==> src/rtl/vst_pkg.sv <==
package vst_pkg;

    typedef enum logic [2:0] {
        S_IDLE,
        S_CHECK,
        S_FETCH,
        S_REQ,
        S_RESP,
        S_FINISH
    } vst_state_e;

    typedef struct packed {
        logic [2:0] nregs;
        logic [2:0] ilv;
        logic [1:0] spacing;
    } vst_layout_t;

    localparam logic [3:0] WB_NONE = 4'd15;
    localparam logic [3:0] WB_IMM  = 4'd13;
    localparam logic [3:0] MAX_CODE = 4'd10;

    function automatic vst_layout_t vst_layout_of(input logic [3:0] code);
        vst_layout_t l;
        case (code)
            4'd0:    l = '{3'd1, 3'd4, 2'd1};
            4'd1:    l = '{3'd1, 3'd4, 2'd2};
            4'd2:    l = '{3'd4, 3'd1, 2'd1};
            4'd3:    l = '{3'd2, 3'd2, 2'd2};
            4'd4:    l = '{3'd1, 3'd3, 2'd1};
            4'd5:    l = '{3'd1, 3'd3, 2'd2};
            4'd6:    l = '{3'd3, 3'd1, 2'd1};
            4'd8:    l = '{3'd1, 3'd2, 2'd1};
            4'd9:    l = '{3'd1, 3'd2, 2'd2};
            4'd10:   l = '{3'd2, 3'd1, 2'd1};
            default: l = '{3'd1, 3'd1, 2'd1};
        endcase
        return l;
    endfunction

endpackage

==> src/rtl/vst_decode.sv <==
module vst_decode
    import vst_pkg::*;
#(
    parameter int VREGS = 32
) (
    input  logic [3:0]  code,
    input  logic [1:0]  size,
    input  logic [1:0]  align,
    input  logic        vd_high,
    input  logic        big_endian,
    output vst_layout_t layout,
    output logic [1:0]  esize,
    output logic [7:0]  stride,
    output logic        bad
);
    localparam logic NARROW_BANK = (VREGS <= 16);

    logic over_range;
    logic align_bad;
    logic size_bad;
    logic bank_bad;
    logic promote;
    logic [7:0] units;

    always_comb begin
        layout     = vst_layout_of(code);
        over_range = (code > MAX_CODE);
        align_bad  = ((code[3:2] == 2'b01) && (align >= 2'd2)) ||
                     ((code[3:2] == 2'b10) && (align == 2'd3));
        size_bad   = (size == 2'd3) &&
                     ((layout.ilv != 3'd1) || (layout.spacing != 2'd1));
        bank_bad   = NARROW_BANK && vd_high;
        bad        = over_range | align_bad | size_bad | bank_bad;

        promote    = (layout.ilv == 3'd1) && ((size == 2'd0) || !big_endian);
        esize      = promote ? 2'd3 : size;

        units      = 8'(layout.nregs) * 8'(layout.ilv);
        stride     = units << 3;
    end

endmodule

==> src/rtl/vst_walker.sv <==
module vst_walker
    import vst_pkg::*;
#(
    parameter int ADDR_W = 32
) (
    input  logic              clk,
    input  logic              rst_n,
    input  logic              start,
    input  logic              step,
    input  logic [ADDR_W-1:0] base,
    input  vst_layout_t       layout,
    input  logic [1:0]        esize,
    input  logic [4:0]        first_reg,
    output logic [ADDR_W-1:0] addr,
    output logic [4:0]        tgt_reg,
    output logic [2:0]        elem,
    output logic              last
);
    logic [1:0] r_i;
    logic [1:0] x_i;
    logic [2:0] e_i;
    logic [3:0] ecount;
    logic [2:0] emax;
    logic       r_end;
    logic       x_end;
    logic       e_end;
    logic [4:0] hop;

    always_comb begin
        ecount  = 4'd8 >> esize;
        emax    = 3'(ecount - 4'd1);
        r_end   = ({1'b0, r_i} == (layout.nregs - 3'd1));
        x_end   = ({1'b0, x_i} == (layout.ilv - 3'd1));
        e_end   = (e_i == emax);
        last    = r_end && e_end && x_end;
        hop     = 5'(layout.spacing) * 5'(x_i);
        tgt_reg = first_reg + 5'(r_i) + hop;
        elem    = e_i;
    end

    always_ff @(posedge clk or negedge rst_n) begin
        if (!rst_n) begin
            r_i  <= '0;
            x_i  <= '0;
            e_i  <= '0;
            addr <= '0;
        end else if (start) begin
            r_i  <= '0;
            x_i  <= '0;
            e_i  <= '0;
            addr <= base;
        end else if (step) begin
            addr <= addr + (ADDR_W'(1) << esize);
            if (!x_end) begin
                x_i <= x_i + 2'd1;
            end else begin
                x_i <= '0;
                if (!e_end) begin
                    e_i <= e_i + 3'd1;
                end else begin
                    e_i <= '0;
                    r_i <= r_i + 2'd1;
                end
            end
        end
    end

    // element counter never passes the element count of the size
    assert_elem_bound_R5: assert property (@(posedge clk) disable iff (!rst_n)
        step |-> (e_i <= emax));

endmodule

==> src/rtl/vst_wb.sv <==
module vst_wb
    import vst_pkg::*;
#(
    parameter int ADDR_W = 32
) (
    input  logic [3:0]        idx_reg,
    input  logic [ADDR_W-1:0] base,
    input  logic [ADDR_W-1:0] idx_val,
    input  logic [7:0]        stride,
    output logic              wb_en,
    output logic [ADDR_W-1:0] wb_value
);
    logic [ADDR_W-1:0] inc;

    always_comb begin
        wb_en    = (idx_reg != WB_NONE);
        inc      = (idx_reg == WB_IMM) ? ADDR_W'(stride) : idx_val;
        wb_value = base + inc;
    end

endmodule

==> src/rtl/vst_seq.sv <==
module vst_seq
    import vst_pkg::*;
#(
    parameter int ADDR_W = 32,
    parameter int VREGS  = 32
) (
    input  logic              clk,
    input  logic              rst_n,
    input  logic              cmd_valid,
    output logic              cmd_ready,
    input  logic              cmd_load,
    input  logic [3:0]        cmd_type,
    input  logic [1:0]        cmd_size,
    input  logic [1:0]        cmd_align,
    input  logic [4:0]        cmd_vd,
    input  logic [3:0]        cmd_base_reg,
    input  logic [3:0]        cmd_idx_reg,
    input  logic              cmd_big_endian,
    input  logic [ADDR_W-1:0] cmd_base_val,
    input  logic [ADDR_W-1:0] cmd_idx_val,
    output logic              busy,
    output logic              illegal,
    output logic              done,
    output logic              wb_en,
    output logic [3:0]        wb_reg,
    output logic [ADDR_W-1:0] wb_value,
    output logic              mem_valid,
    input  logic              mem_ready,
    output logic              mem_write,
    output logic [ADDR_W-1:0] mem_addr,
    output logic [1:0]        mem_size,
    output logic [63:0]       mem_wdata,
    input  logic              mem_rvalid,
    input  logic [63:0]       mem_rdata,
    output logic              rf_rd_en,
    output logic [4:0]        rf_rd_reg,
    output logic [2:0]        rf_rd_elem,
    output logic [1:0]        rf_rd_size,
    input  logic [63:0]       rf_rd_data,
    output logic              rf_wr_en,
    output logic [4:0]        rf_wr_reg,
    output logic [2:0]        rf_wr_elem,
    output logic [1:0]        rf_wr_size,
    output logic [63:0]       rf_wr_data
);
    vst_state_e state, state_nx;

    logic              c_load;
    logic              c_be;
    logic [3:0]        c_type;
    logic [1:0]        c_size;
    logic [1:0]        c_align;
    logic [4:0]        c_vd;
    logic [3:0]        c_rn;
    logic [3:0]        c_rm;
    logic [ADDR_W-1:0] c_base;
    logic [ADDR_W-1:0] c_idx;
    logic [63:0]       st_data;

    vst_layout_t       layout;
    logic [1:0]        esize;
    logic [7:0]        stride;
    logic              bad;
    logic              w_start;
    logic              w_step;
    logic [ADDR_W-1:0] w_addr;
    logic [4:0]        w_reg;
    logic [2:0]        w_elem;
    logic              w_last;
    logic              wb_want;
    logic [ADDR_W-1:0] wb_calc;

    vst_decode #(.VREGS(VREGS)) u_decode (
        .code       (c_type),
        .size       (c_size),
        .align      (c_align),
        .vd_high    (c_vd[4]),
        .big_endian (c_be),
        .layout     (layout),
        .esize      (esize),
        .stride     (stride),
        .bad        (bad)
    );

    vst_walker #(.ADDR_W(ADDR_W)) u_walker (
        .clk       (clk),
        .rst_n     (rst_n),
        .start     (w_start),
        .step      (w_step),
        .base      (c_base),
        .layout    (layout),
        .esize     (esize),
        .first_reg (c_vd),
        .addr      (w_addr),
        .tgt_reg   (w_reg),
        .elem      (w_elem),
        .last      (w_last)
    );

    vst_wb #(.ADDR_W(ADDR_W)) u_wb (
        .idx_reg  (c_rm),
        .base     (c_base),
        .idx_val  (c_idx),
        .stride   (stride),
        .wb_en    (wb_want),
        .wb_value (wb_calc)
    );

    // state register
    always_ff @(posedge clk or negedge rst_n) begin
        if (!rst_n) state <= S_IDLE;
        else        state <= state_nx;
    end

    // command and store-data capture
    always_ff @(posedge clk or negedge rst_n) begin
        if (!rst_n) begin
            c_load  <= 1'b0;
            c_be    <= 1'b0;
            c_type  <= '0;
            c_size  <= '0;
            c_align <= '0;
            c_vd    <= '0;
            c_rn    <= '0;
            c_rm    <= '0;
            c_base  <= '0;
            c_idx   <= '0;
            st_data <= '0;
        end else begin
            if (state == S_IDLE && cmd_valid) begin
                c_load  <= cmd_load;
                c_be    <= cmd_big_endian;
                c_type  <= cmd_type;
                c_size  <= cmd_size;
                c_align <= cmd_align;
                c_vd    <= cmd_vd;
                c_rn    <= cmd_base_reg;
                c_rm    <= cmd_idx_reg;
                c_base  <= cmd_base_val;
                c_idx   <= cmd_idx_val;
            end
            if (state == S_FETCH) st_data <= rf_rd_data;
        end
    end

    // next state
    always_comb begin
        state_nx = state;
        unique case (state)
            S_IDLE:   if (cmd_valid) state_nx = S_CHECK;
            S_CHECK: begin
                if (bad)         state_nx = S_IDLE;
                else if (c_load) state_nx = S_REQ;
                else             state_nx = S_FETCH;
            end
            S_FETCH:  state_nx = S_REQ;
            S_REQ: begin
                if (mem_ready) begin
                    if (c_load)      state_nx = S_RESP;
                    else if (w_last) state_nx = S_FINISH;
                    else             state_nx = S_FETCH;
                end
            end
            S_RESP: begin
                if (mem_rvalid) state_nx = w_last ? S_FINISH : S_REQ;
            end
            S_FINISH: state_nx = S_IDLE;
            default:  state_nx = S_IDLE;
        endcase
    end

    // outputs
    always_comb begin
        cmd_ready  = (state == S_IDLE);
        busy       = (state != S_IDLE);
        illegal    = (state == S_CHECK) && bad;
        done       = (state == S_FINISH);
        wb_en      = done && wb_want;
        wb_reg     = c_rn;
        wb_value   = wb_calc;

        w_start    = (state == S_CHECK);
        w_step     = ((state == S_REQ) && mem_ready && !c_load) ||
                     ((state == S_RESP) && mem_rvalid);

        mem_valid  = (state == S_REQ);
        mem_write  = !c_load;
        mem_addr   = w_addr;
        mem_size   = esize;
        mem_wdata  = st_data;

        rf_rd_en   = (state == S_FETCH);
        rf_rd_reg  = w_reg;
        rf_rd_elem = w_elem;
        rf_rd_size = esize;

        rf_wr_en   = (state == S_RESP) && mem_rvalid;
        rf_wr_reg  = w_reg;
        rf_wr_elem = w_elem;
        rf_wr_size = esize;
        rf_wr_data = mem_rdata;
    end

    // request held stable while not accepted
    assert_req_hold_R10: assert property (@(posedge clk) disable iff (!rst_n)
        (mem_valid && !mem_ready) |=> (mem_valid && $stable(mem_addr) &&
            $stable(mem_size) && $stable(mem_wdata) && $stable(mem_write)));

    // register write only while no request is outstanding
    assert_wr_no_req_R10: assert property (@(posedge clk) disable iff (!rst_n)
        rf_wr_en |-> (!mem_valid && !mem_write));

    // rejection is one cycle and leaves the block idle
    assert_illegal_quiet_R9: assert property (@(posedge clk) disable iff (!rst_n)
        illegal |=> (!busy && !mem_valid && !illegal && !done));

    // busy rises only from an accepted command
    assert_accept_idle_R11: assert property (@(posedge clk) disable iff (!rst_n)
        $rose(busy) |-> ($past(cmd_valid) && $past(cmd_ready)));

    // done ends the command
    assert_done_once_R11: assert property (@(posedge clk) disable iff (!rst_n)
        done |=> (!busy && !done));

    // writeback only alongside done
    assert_wb_with_done_R8: assert property (@(posedge clk) disable iff (!rst_n)
        wb_en |-> done);

endmodule

==> config.mk <==
export PLATFORM = sky130hd
export DESIGN_NAME = vst_seq
export DESIGN_NICKNAME = d
export VERILOG_FILES = /design/src/rtl/vst_pkg.sv /design/src/rtl/vst_decode.sv /design/src/rtl/vst_walker.sv /design/src/rtl/vst_wb.sv /design/src/rtl/vst_seq.sv
export SDC_FILE = /design/constraint.sdc
export NUM_CORES = 1
export LEC_CHECK = 0
export BUFFER_PORTS_ARGS = -buffer_cell sky130_fd_sc_hd__buf_2
export CAP_MARGIN = 10
export CELL_PAD_IN_SITES_DETAIL_PLACEMENT = 1
export CELL_PAD_IN_SITES_GLOBAL_PLACEMENT = 1
export CORE_UTILIZATION = 37
export CTS_CLUSTER_DIAMETER = 50
export DETAILED_ROUTE_END_ITERATION = 6
export MAX_ROUTING_LAYER = met4
export PLACE_DENSITY = 0.83
export SYNTH_ARGS = -nofsm -noshare
export SYNTH_HDL_FRONTEND = slang
export SYNTH_SLANG_ARGS = --single-unit
==> constraint.sdc <==
create_clock -name clk -period 5.1 [get_ports clk]
set_input_delay 1.02 -clock clk [delete_from_list [all_inputs] [get_ports clk]]
set_output_delay 1.02 -clock clk [all_outputs]
set_load 0.03 [all_outputs]
==> results of run 1 <==
metal layers:
| layer | vias up | track usage | wire length (microns) |
|---|---|---|---|
| li1 | 4164 | - | - |
| met1 | 4621 | 0.264 | 14100 |
| met2 | 297 | 0.400 | 18000 |
| met3 | 78 | 0.0405 | 1750 |
| met4 | 0 | 0.125 | 1410 |
| met5 | - | - | 0 |
logic make-up after synthesis:
group,share of synthesized area
AND/OR/NAND/NOR,0.104
other,0.000337
buffers and inverters,0.0798
AO/OA/AOI/OAI,0.127
multiplexers,0.151
adder cells (fa/ha/maj),0.0669
flip-flops,0.433
XOR/XNOR,0.0369
layout make-up:
type / count / area, sq um / share of cell area
Antenna cell: 1 / 2.50 / 0.000181
Sequential cell: 193 / 4830 / 0.350
Timing Repair Buffer: 357 / 2020 / 0.146
Clock buffer: 20 / 457 / 0.0331
Multi-Input combinational cell: 701 / 5730 / 0.415
Tap cell: 390 / 488 / 0.0354
Clock inverter: 12 / 123 / 0.00888
Inverter: 40 / 150 / 0.0109
final timing paths:
check | start | to | slack [ns] | cells after the start
max | c_type[2] | wb_value[28] | -0.50 | 16
min | c_idx[28] | c_idx[28] | 0.50 | 1
max reg2reg | c_type[3] | u_walker.addr[28] | 0.52 | 19
min reg2reg | c_idx[28] | c_idx[28] | 0.50 | 1
max in group asynchronous | rst_n | u_walker.x_i[1] | 3.41 | 2
min in group asynchronous | rst_n | c_idx[24] | 0.66 | 1
cells in the final DEF (no fill, tap or decap), types with 10 or more instances in the layout:
cell and instances:
sky130_fd_sc_hd__a21o_1 31, sky130_fd_sc_hd__a21oi_1 27, sky130_fd_sc_hd__a221o_1 10, sky130_fd_sc_hd__a31oi_1 12
sky130_fd_sc_hd__and2_1 31, sky130_fd_sc_hd__buf_2 299, sky130_fd_sc_hd__buf_4 42, sky130_fd_sc_hd__buf_6 11
sky130_fd_sc_hd__clkbuf_16 17, sky130_fd_sc_hd__dfrtp_1 190, sky130_fd_sc_hd__ha_1 48, sky130_fd_sc_hd__inv_1 40
sky130_fd_sc_hd__mux2_2 145, sky130_fd_sc_hd__nand2_1 73, sky130_fd_sc_hd__nand3_1 18, sky130_fd_sc_hd__nor2_1 49
sky130_fd_sc_hd__nor3_1 10, sky130_fd_sc_hd__o21ai_0 43, sky130_fd_sc_hd__xnor2_1 23, sky130_fd_sc_hd__xor2_1 16
stage by stage:
stage               utilization  hold slack [ns]  TNS [ns]
global route              0.466            0.519     -5.46
detailed placement        0.429            0.487    -0.161
finish                    0.466            0.498     -2.69
floorplan                     -            0.472         0
CTS                       0.452            0.504     -1.28
global placement          0.429            0.483         0
what timing repair did:
| item | in CTS | in global routing |
|---|---|---|
| resized for setup | 28 | 67 |
| pin swaps | 5 | 33 |
| buffers inserted | 4 | 15 |
| endpoints found under the setup margin | 20 | 26 |
==> impl_results.rst, run 1 <==
.. list-table::
   :header-rows: 1

   * - Metric
     - Value
   * - Average size of a mapped cell
     - 10.6 sq um
   * - Final cell count without fillers
     - 1714
   * - Part of the Yosys area used for sequential elements
     - 0.433
   * - Largest register FFs
     - 64
   * - Critical path endpoint category
     - output pin
   * - Final design area excluding fillers
     - 0.0138 sq mm
   * - First-pass iteration count of the detailed router
     - 4
   * - Residual DRC
     - 0
   * - Maximum clock skew at final layout
     - 0.00961 ns
   * - Area share of the largest cell type after synthesis
     - 0.433
   * - Die Span X
     - 176 microns
   * - Area of the die
     - just over 0.03 sq mm
   * - Pre-CTS WS
     - -0.102 ns
   * - Grt total ovfl
     - 0
   * - Flip-flop cell with the highest count after synthesis
     - sky130_fd_sc_hd__dfrtp_1
   * - Overall die height
     - 176 microns
   * - Depth of the CTS H-tree
     - 4
   * - Area overhead of the layout relative to synthesis
     - 23.9%
   * - Arrival time reported for the critical path endpoint
     - ~4.6 ns
   * - Fillcell total
     - 3363
   * - Wire length of the first global-routing pass
     - 53900 microns
   * - Largest fanout on the critical path
     - 4
   * - Wire length after detailed routing
     - 35300 microns
   * - Biggest area consumer among synthesized cells
     - sky130_fd_sc_hd__dfrtp_1
   * - Overall global routing resource usage
     - 0.235
   * - Commonest cells post-synth
     - sky130_fd_sc_hd__dfrtp_1, sky130_fd_sc_hd__mux2_2, sky130_fd_sc_hd__buf_4, sky130_fd_sc_hd__nand2_1, sky130_fd_sc_hd__nor2_1
   * - Detailed placer's ending HPWL
     - 25900 microns
   * - Number of synthesized register bits
     - 193
   * - Weighted congestion at the end of routability-driven global placement
     - 0.911
   * - Initial cell density of the core
     - 0.376
   * - TritonCTS clock tree
     - done
   * - Hold bufs inserted after CTS
     - 0
   * - Period Utilization, post-route
     - 1.10
   * - Startpoint-to-endpoint class of the critical path
     - reg -> out
   * - Floorplan core area
     - 0.0296 sq mm
   * - Number of maximum-capacitance violations
     - 0
   * - Synth warnings
     - 0
   * - Leading cell types by total area after synthesis
     - sky130_fd_sc_hd__dfrtp_1, sky130_fd_sc_hd__mux2_2, sky130_fd_sc_hd__ha_1
   * - Share of synthesized registers carrying an async set or reset
     - 1.00
   * - Final-stage net count
     - 1586
   * - WP data required
     - ~4 ns
   * - Initial antenna violation count
     - 1
   * - Number of hold-slack violations in the final timing report
     - 0
   * - Netlist Area Pre-Place
     - roughly 0.011 sq mm
   * - Number of synthesized flops with an enable pin
     - 0
   * - Max-slew violation total from the final report
     - 0
   * - Placed insts
     - 1663
   * - CTS Buffer Depth
     - 2
   * - Highest achievable clock rate
     - around 180 MHz
   * - Vias after detailed routing
     - slightly above 9000
   * - Via count of the first global-routing pass
     - approximately 9900
   * - Failing checks
     - negative setup slack
   * - Max incr delay on CP
     - 0.50 ns
   * - Post-detailed-route wirelength per cell
     - 20.6 microns
   * - RSZ-0062 raised after global routing
     - true
   * - Number of buffers inserted by port buffering
     - 318
   * - Std cell rows
     - 63
   * - Least-Margin Pin Slew
     - 1.03 ns
   * - Category of cells accounting for the largest share of critical-path delay
     - compound AO/OA/AOI/OAI gates
   * - I/O pins
     - 447
   * - Fraction of layout cells with a size suffix above 1
     - 0.447
   * - Crit start category
     - flip-flop
   * - Num CTS Buffers
     - 17
   * - Sequence of cells on the critical path
     - xnor2_4 -> nor2_2 -> ha_2 -> nor3b_4 -> fa_2 -> mux2_4 -> ha_4 -> o21a_1 -> o2111ai_1 -> a21o_1 -> o22ai_4 -> a41oi_2 -> or2_1 -> a311o_1 -> xnor2_2 -> buf_6
   * - Normalized max-slew margin
     - 0.311
   * - Total buffers and inverters traversed by the critical path
     - 1
   * - Count of distinct cell types in the synthesized netlist
     - 61
   * - Final worst-path setup slack
     - -0.500 ns
   * - Largest net degree at the start of global routing
     - 114
   * - Total number of clock tree sinks
     - 193
   * - Tmin final
     - between 5 and 6 ns
   * - Number of instances in the synthesized netlist
     - 1049
   * - Count of final setup violators
     - 14
   * - Clock-pin slew reported for the worst setup and hold paths after clock tree synthesis
     - about 0.07 ns
   * - Worst-path cell with the longest stage delay
     - sky130_fd_sc_hd__dfrtp_2
   * - Post-detailed-placement cell area
     - 0.0127 sq mm
   * - Status
     - complete, but fails checks
   * - Post-DR vias/cell
     - 5.34
   * - Most frequent cell after synthesis
     - sky130_fd_sc_hd__dfrtp_1
   * - DRT iter0 DRCs
     - between 400 and 500
   * - Worst-Skew Late Latency
     - approximately 0.45 ns
   * - Kind of path behind the tightest hold check
     - reg -> reg
   * - Buffer type at the clock tree root
     - sky130_fd_sc_hd__clkbuf_16
   * - Count of antenna-violating nets left after detailed routing
     - 0
Power of run 1 is not shown: default switching activity piles up to over one toggle a cycle in this logic, so the estimate is an artifact.
==> run 2, diff against run 1 <==
--- a/config.mk
+++ b/config.mk
@@ -13,7 +13,8 @@
 export CTS_CLUSTER_DIAMETER = 50
 export DETAILED_ROUTE_END_ITERATION = 6
 export MAX_ROUTING_LAYER = met4
-export PLACE_DENSITY = 0.83
+export PLACE_DENSITY = 0.85
+export SLEW_MARGIN = 30
 export SYNTH_ARGS = -nofsm -noshare
 export SYNTH_HDL_FRONTEND = slang
 export SYNTH_SLANG_ARGS = --single-unit
==> run 2 against run 1 <==
Effect of this change: the flow still finishes with violations (negative setup slack); design area is 1.2% lower; flip-flop and latch count did not move; non-clock buffer count decreased by 2; utilization fell by 0.56 points; cell count about the same; highest routed layer unchanged.
==> impl_results.rst, run 2 (synthesized netlist as in run 1, its figures left out) <==
.. list-table::
   :header-rows: 1

   * - Metric
     - Value
   * - Status
     - complete, but fails checks
   * - Failing checks
     - negative setup slack
   * - Final worst-path setup slack
     - -0.296 ns (+0.205 ns)
   * - Clock-pin slew reported for the worst setup and hold paths after clock tree synthesis
     - 0.08 ns (about the same)
   * - Fraction of layout cells with a size suffix above 1
     - 0.430 (-0.0167)
   * - Least-Margin Pin Slew
     - 1.03 ns (+0.000836 ns)
   * - RSZ-0062 raised after global routing
     - true
   * - Count of antenna-violating nets left after detailed routing
     - 0 (unchanged)
   * - Final hold slack
     - 0.428 ns (-0.0701 ns)
   * - Area of the die
     - 0.0308 sq mm (unchanged)
   * - Total number of clock tree sinks
     - 193 (unchanged)
   * - Die Span X
     - 176 microns (unchanged)
   * - Largest fanout on the critical path
     - 5 (+1)
   * - Kind of path behind the tightest hold check
     - in -> async
   * - TritonCTS clock tree
     - done
   * - Overall global routing resource usage
     - 0.239 (+0.00338)
   * - Hold bufs inserted after CTS
     - 0 (unchanged)
   * - Detailed placer's ending HPWL
     - 26600 microns (+2.4%)
   * - Commonest cells after routing, fill and taps aside
     - sky130_fd_sc_hd__buf_2, sky130_fd_sc_hd__dfrtp_1, sky130_fd_sc_hd__mux2_2, sky130_fd_sc_hd__nand2_1, sky130_fd_sc_hd__nor2_1
   * - Vias after detailed routing
     - 9223 (+0.69%)
   * - Largest register FFs
     - 64 (unchanged)
   * - Post-detailed-route wirelength per cell
     - 20.4 microns (-0.76%)
   * - WP data required
     - 4.08 ns (about the same)
   * - Num CTS Buffers
     - 17 (unchanged)
   * - I/O pins
     - 447 (unchanged)
   * - Startpoint-to-endpoint class of the critical path
     - reg -> out
   * - CTS Buffer Depth
     - 2 (unchanged)
   * - Period Utilization, post-route
     - 1.06 (-0.0401)
   * - Wire length of the first global-routing pass
     - 54900 microns (+1.8%)
   * - Overall die height
     - 176 microns (unchanged)
   * - Arrival time reported for the critical path endpoint
     - 4.38 ns (-0.20 ns)
   * - Normalized max-slew margin
     - 0.310 (-0.00164)
   * - Crit start category
     - flip-flop
   * - Final-stage net count
     - 1584 (-0.13%)
   * - First-pass iteration count of the detailed router
     - 5 (+1)
   * - DRT iter0 DRCs
     - 373 (-11%)
   * - Number of maximum-capacitance violations
     - 0 (unchanged)
   * - Area overhead of the layout relative to synthesis
     - 22.4%
   * - Initial antenna violation count
     - 3 (+2)
   * - Number of hold-slack violations in the final timing report
     - 0 (unchanged)
   * - Max-slew violation total from the final report
     - 0 (unchanged)
   * - Highest achievable clock rate
     - 185 MHz (+3.8%)
   * - Wire length after detailed routing
     - 35000 microns (-0.82%)
   * - Count of final setup violators
     - 9 (-5)
   * - Largest net degree at the start of global routing
     - 113 (-0.88%)
   * - Weighted congestion at the end of routability-driven global placement
     - 0.887 (-2.7%)
   * - Std cell rows
     - 63 (unchanged)
   * - Most frequent standard cell in the layout excluding fill and tap cells
     - sky130_fd_sc_hd__buf_2
   * - Maximum clock skew at final layout
     - 0.0169 ns (+0.00725 ns)
   * - Depth of the CTS H-tree
     - 4 (unchanged)
   * - Via count of the first global-routing pass
     - 9960 (+0.95%)
   * - Worst-Skew Late Latency
     - 0.45 ns (about the same)
   * - Grt total ovfl
     - 0 (unchanged)
   * - Number of buffers inserted by port buffering
     - 318 (unchanged)
   * - Critical path endpoint category
     - output pin
   * - Post-DR vias/cell
     - 5.38 (+0.75%)
   * - Residual DRC
     - 0 (unchanged)
   * - Buffer type at the clock tree root
     - sky130_fd_sc_hd__clkbuf_16
   * - Initial cell density of the core
     - 0.376 (unchanged)
   * - Floorplan core area
     - 0.0296 sq mm (unchanged)
   * - Tmin final
     - 5.40 ns (-0.205 ns)
-- run 2: changes by cell type in the layout (fill, tap and decap cells not counted), moves of 3 or more --
cell / before / now
sky130_fd_sc_hd__a21oi_1: 27 / 30
sky130_fd_sc_hd__buf_6: 11 / 1
sky130_fd_sc_hd__a21oi_2: 5 / 2
sky130_fd_sc_hd__buf_4: 42 / 50
sky130_fd_sc_hd__o21ai_2: 5 / 1
sky130_fd_sc_hd__xnor2_2: 7 / 2
sky130_fd_sc_hd__xnor2_1: 23 / 29
sky130_fd_sc_hd__buf_16: 0 / 3
sky130_fd_sc_hd__a31oi_1: 12 / 15
sky130_fd_sc_hd__a31oi_4: 3 / 0
-- run 2: worst paths after layout --
kind | from | cells after the start | end | slack, ns
setup / recovery | c_type[3] | 16 | wb_value[28] | -0.30
hold / removal | rst_n | 1 | c_idx[13] | 0.43
setup reg to reg | c_type[3] | 18 | u_walker.addr[30] | 0.44
hold reg to reg | c_idx[9] | 1 | c_idx[9] | 0.50
max in group asynchronous | rst_n | 2 | wb_reg[1] | 3.88
min in group clk | c_idx[9] | 1 | c_idx[9] | 0.50
-- run 2: critical path, cell delays in order, from the launching register on --
cell and delay [ns]:
sky130_fd_sc_hd__dfrtp_2 0.48, sky130_fd_sc_hd__xnor2_2 0.18, sky130_fd_sc_hd__nor2_2 0.14, sky130_fd_sc_hd__ha_1 0.17, sky130_fd_sc_hd__nor3b_4 0.19, sky130_fd_sc_hd__fa_1 0.44, sky130_fd_sc_hd__mux2_4 0.30, sky130_fd_sc_hd__ha_4 0.29
sky130_fd_sc_hd__o21a_1 0.13, sky130_fd_sc_hd__o2111ai_1 0.11, sky130_fd_sc_hd__a21o_1 0.22, sky130_fd_sc_hd__o22ai_4 0.20, sky130_fd_sc_hd__a41oi_2 0.16, sky130_fd_sc_hd__or2_1 0.30, sky130_fd_sc_hd__a311o_1 0.31, sky130_fd_sc_hd__xnor2_2 0.16
sky130_fd_sc_hd__buf_6 0.15
-- run 2: routing by layer --
layer  up-vias  global-route usage  wire (microns)
met3        91              0.0381            1630
met5         -                   -               0
met1      4675               0.275           14100
li1       4163                   -               -
met2       294               0.406           17800
met4         0               0.111            1430
-- run 2: repair_timing --
action,in CTS,in global routing
hold endpoints to repair,0,0
buffers inserted,4,4
resized for setup,35,24
cloned,0,0
pin swaps,13,9
setup endpoints to repair,20,20
-- run 2: area by class of cell --
cell class                 instances  area, sq um
inverter                          40          150
tap                              390          488
antenna                            2         5.00
fill                            3376        16000
multi-input combinational        701         5580
sequential                       193         4830
clock inverter                    13          124
clock buffer                      19          443
timing repair buffer             355         2020
-- run 2: through the flow --
| stage | worst slack [ns] | TNS [ns] | cells | cell area (sq um) | utilization |
|---|---|---|---|---|---|
| 4_1_cts | -0.342 | -1.43 | 1706 | 13500 | 0.456 |
| 3_5_place_dp | -0.115 | -0.218 | 1670 | 12800 | 0.432 |
| 3_3_place_gp | 0.0767 | 0 | 1668 | 12700 | 0.430 |
| 5_1_grt | -0.510 | -4.26 | 1713 | 13600 | 0.460 |
| 6_report | -0.296 | -0.919 | 1713 | 13600 | 0.460 |
| 2_1_floorplan | 0.0172 | 0 | 1050 | 11200 | - |
Power of run 2 is left out for the same reason.
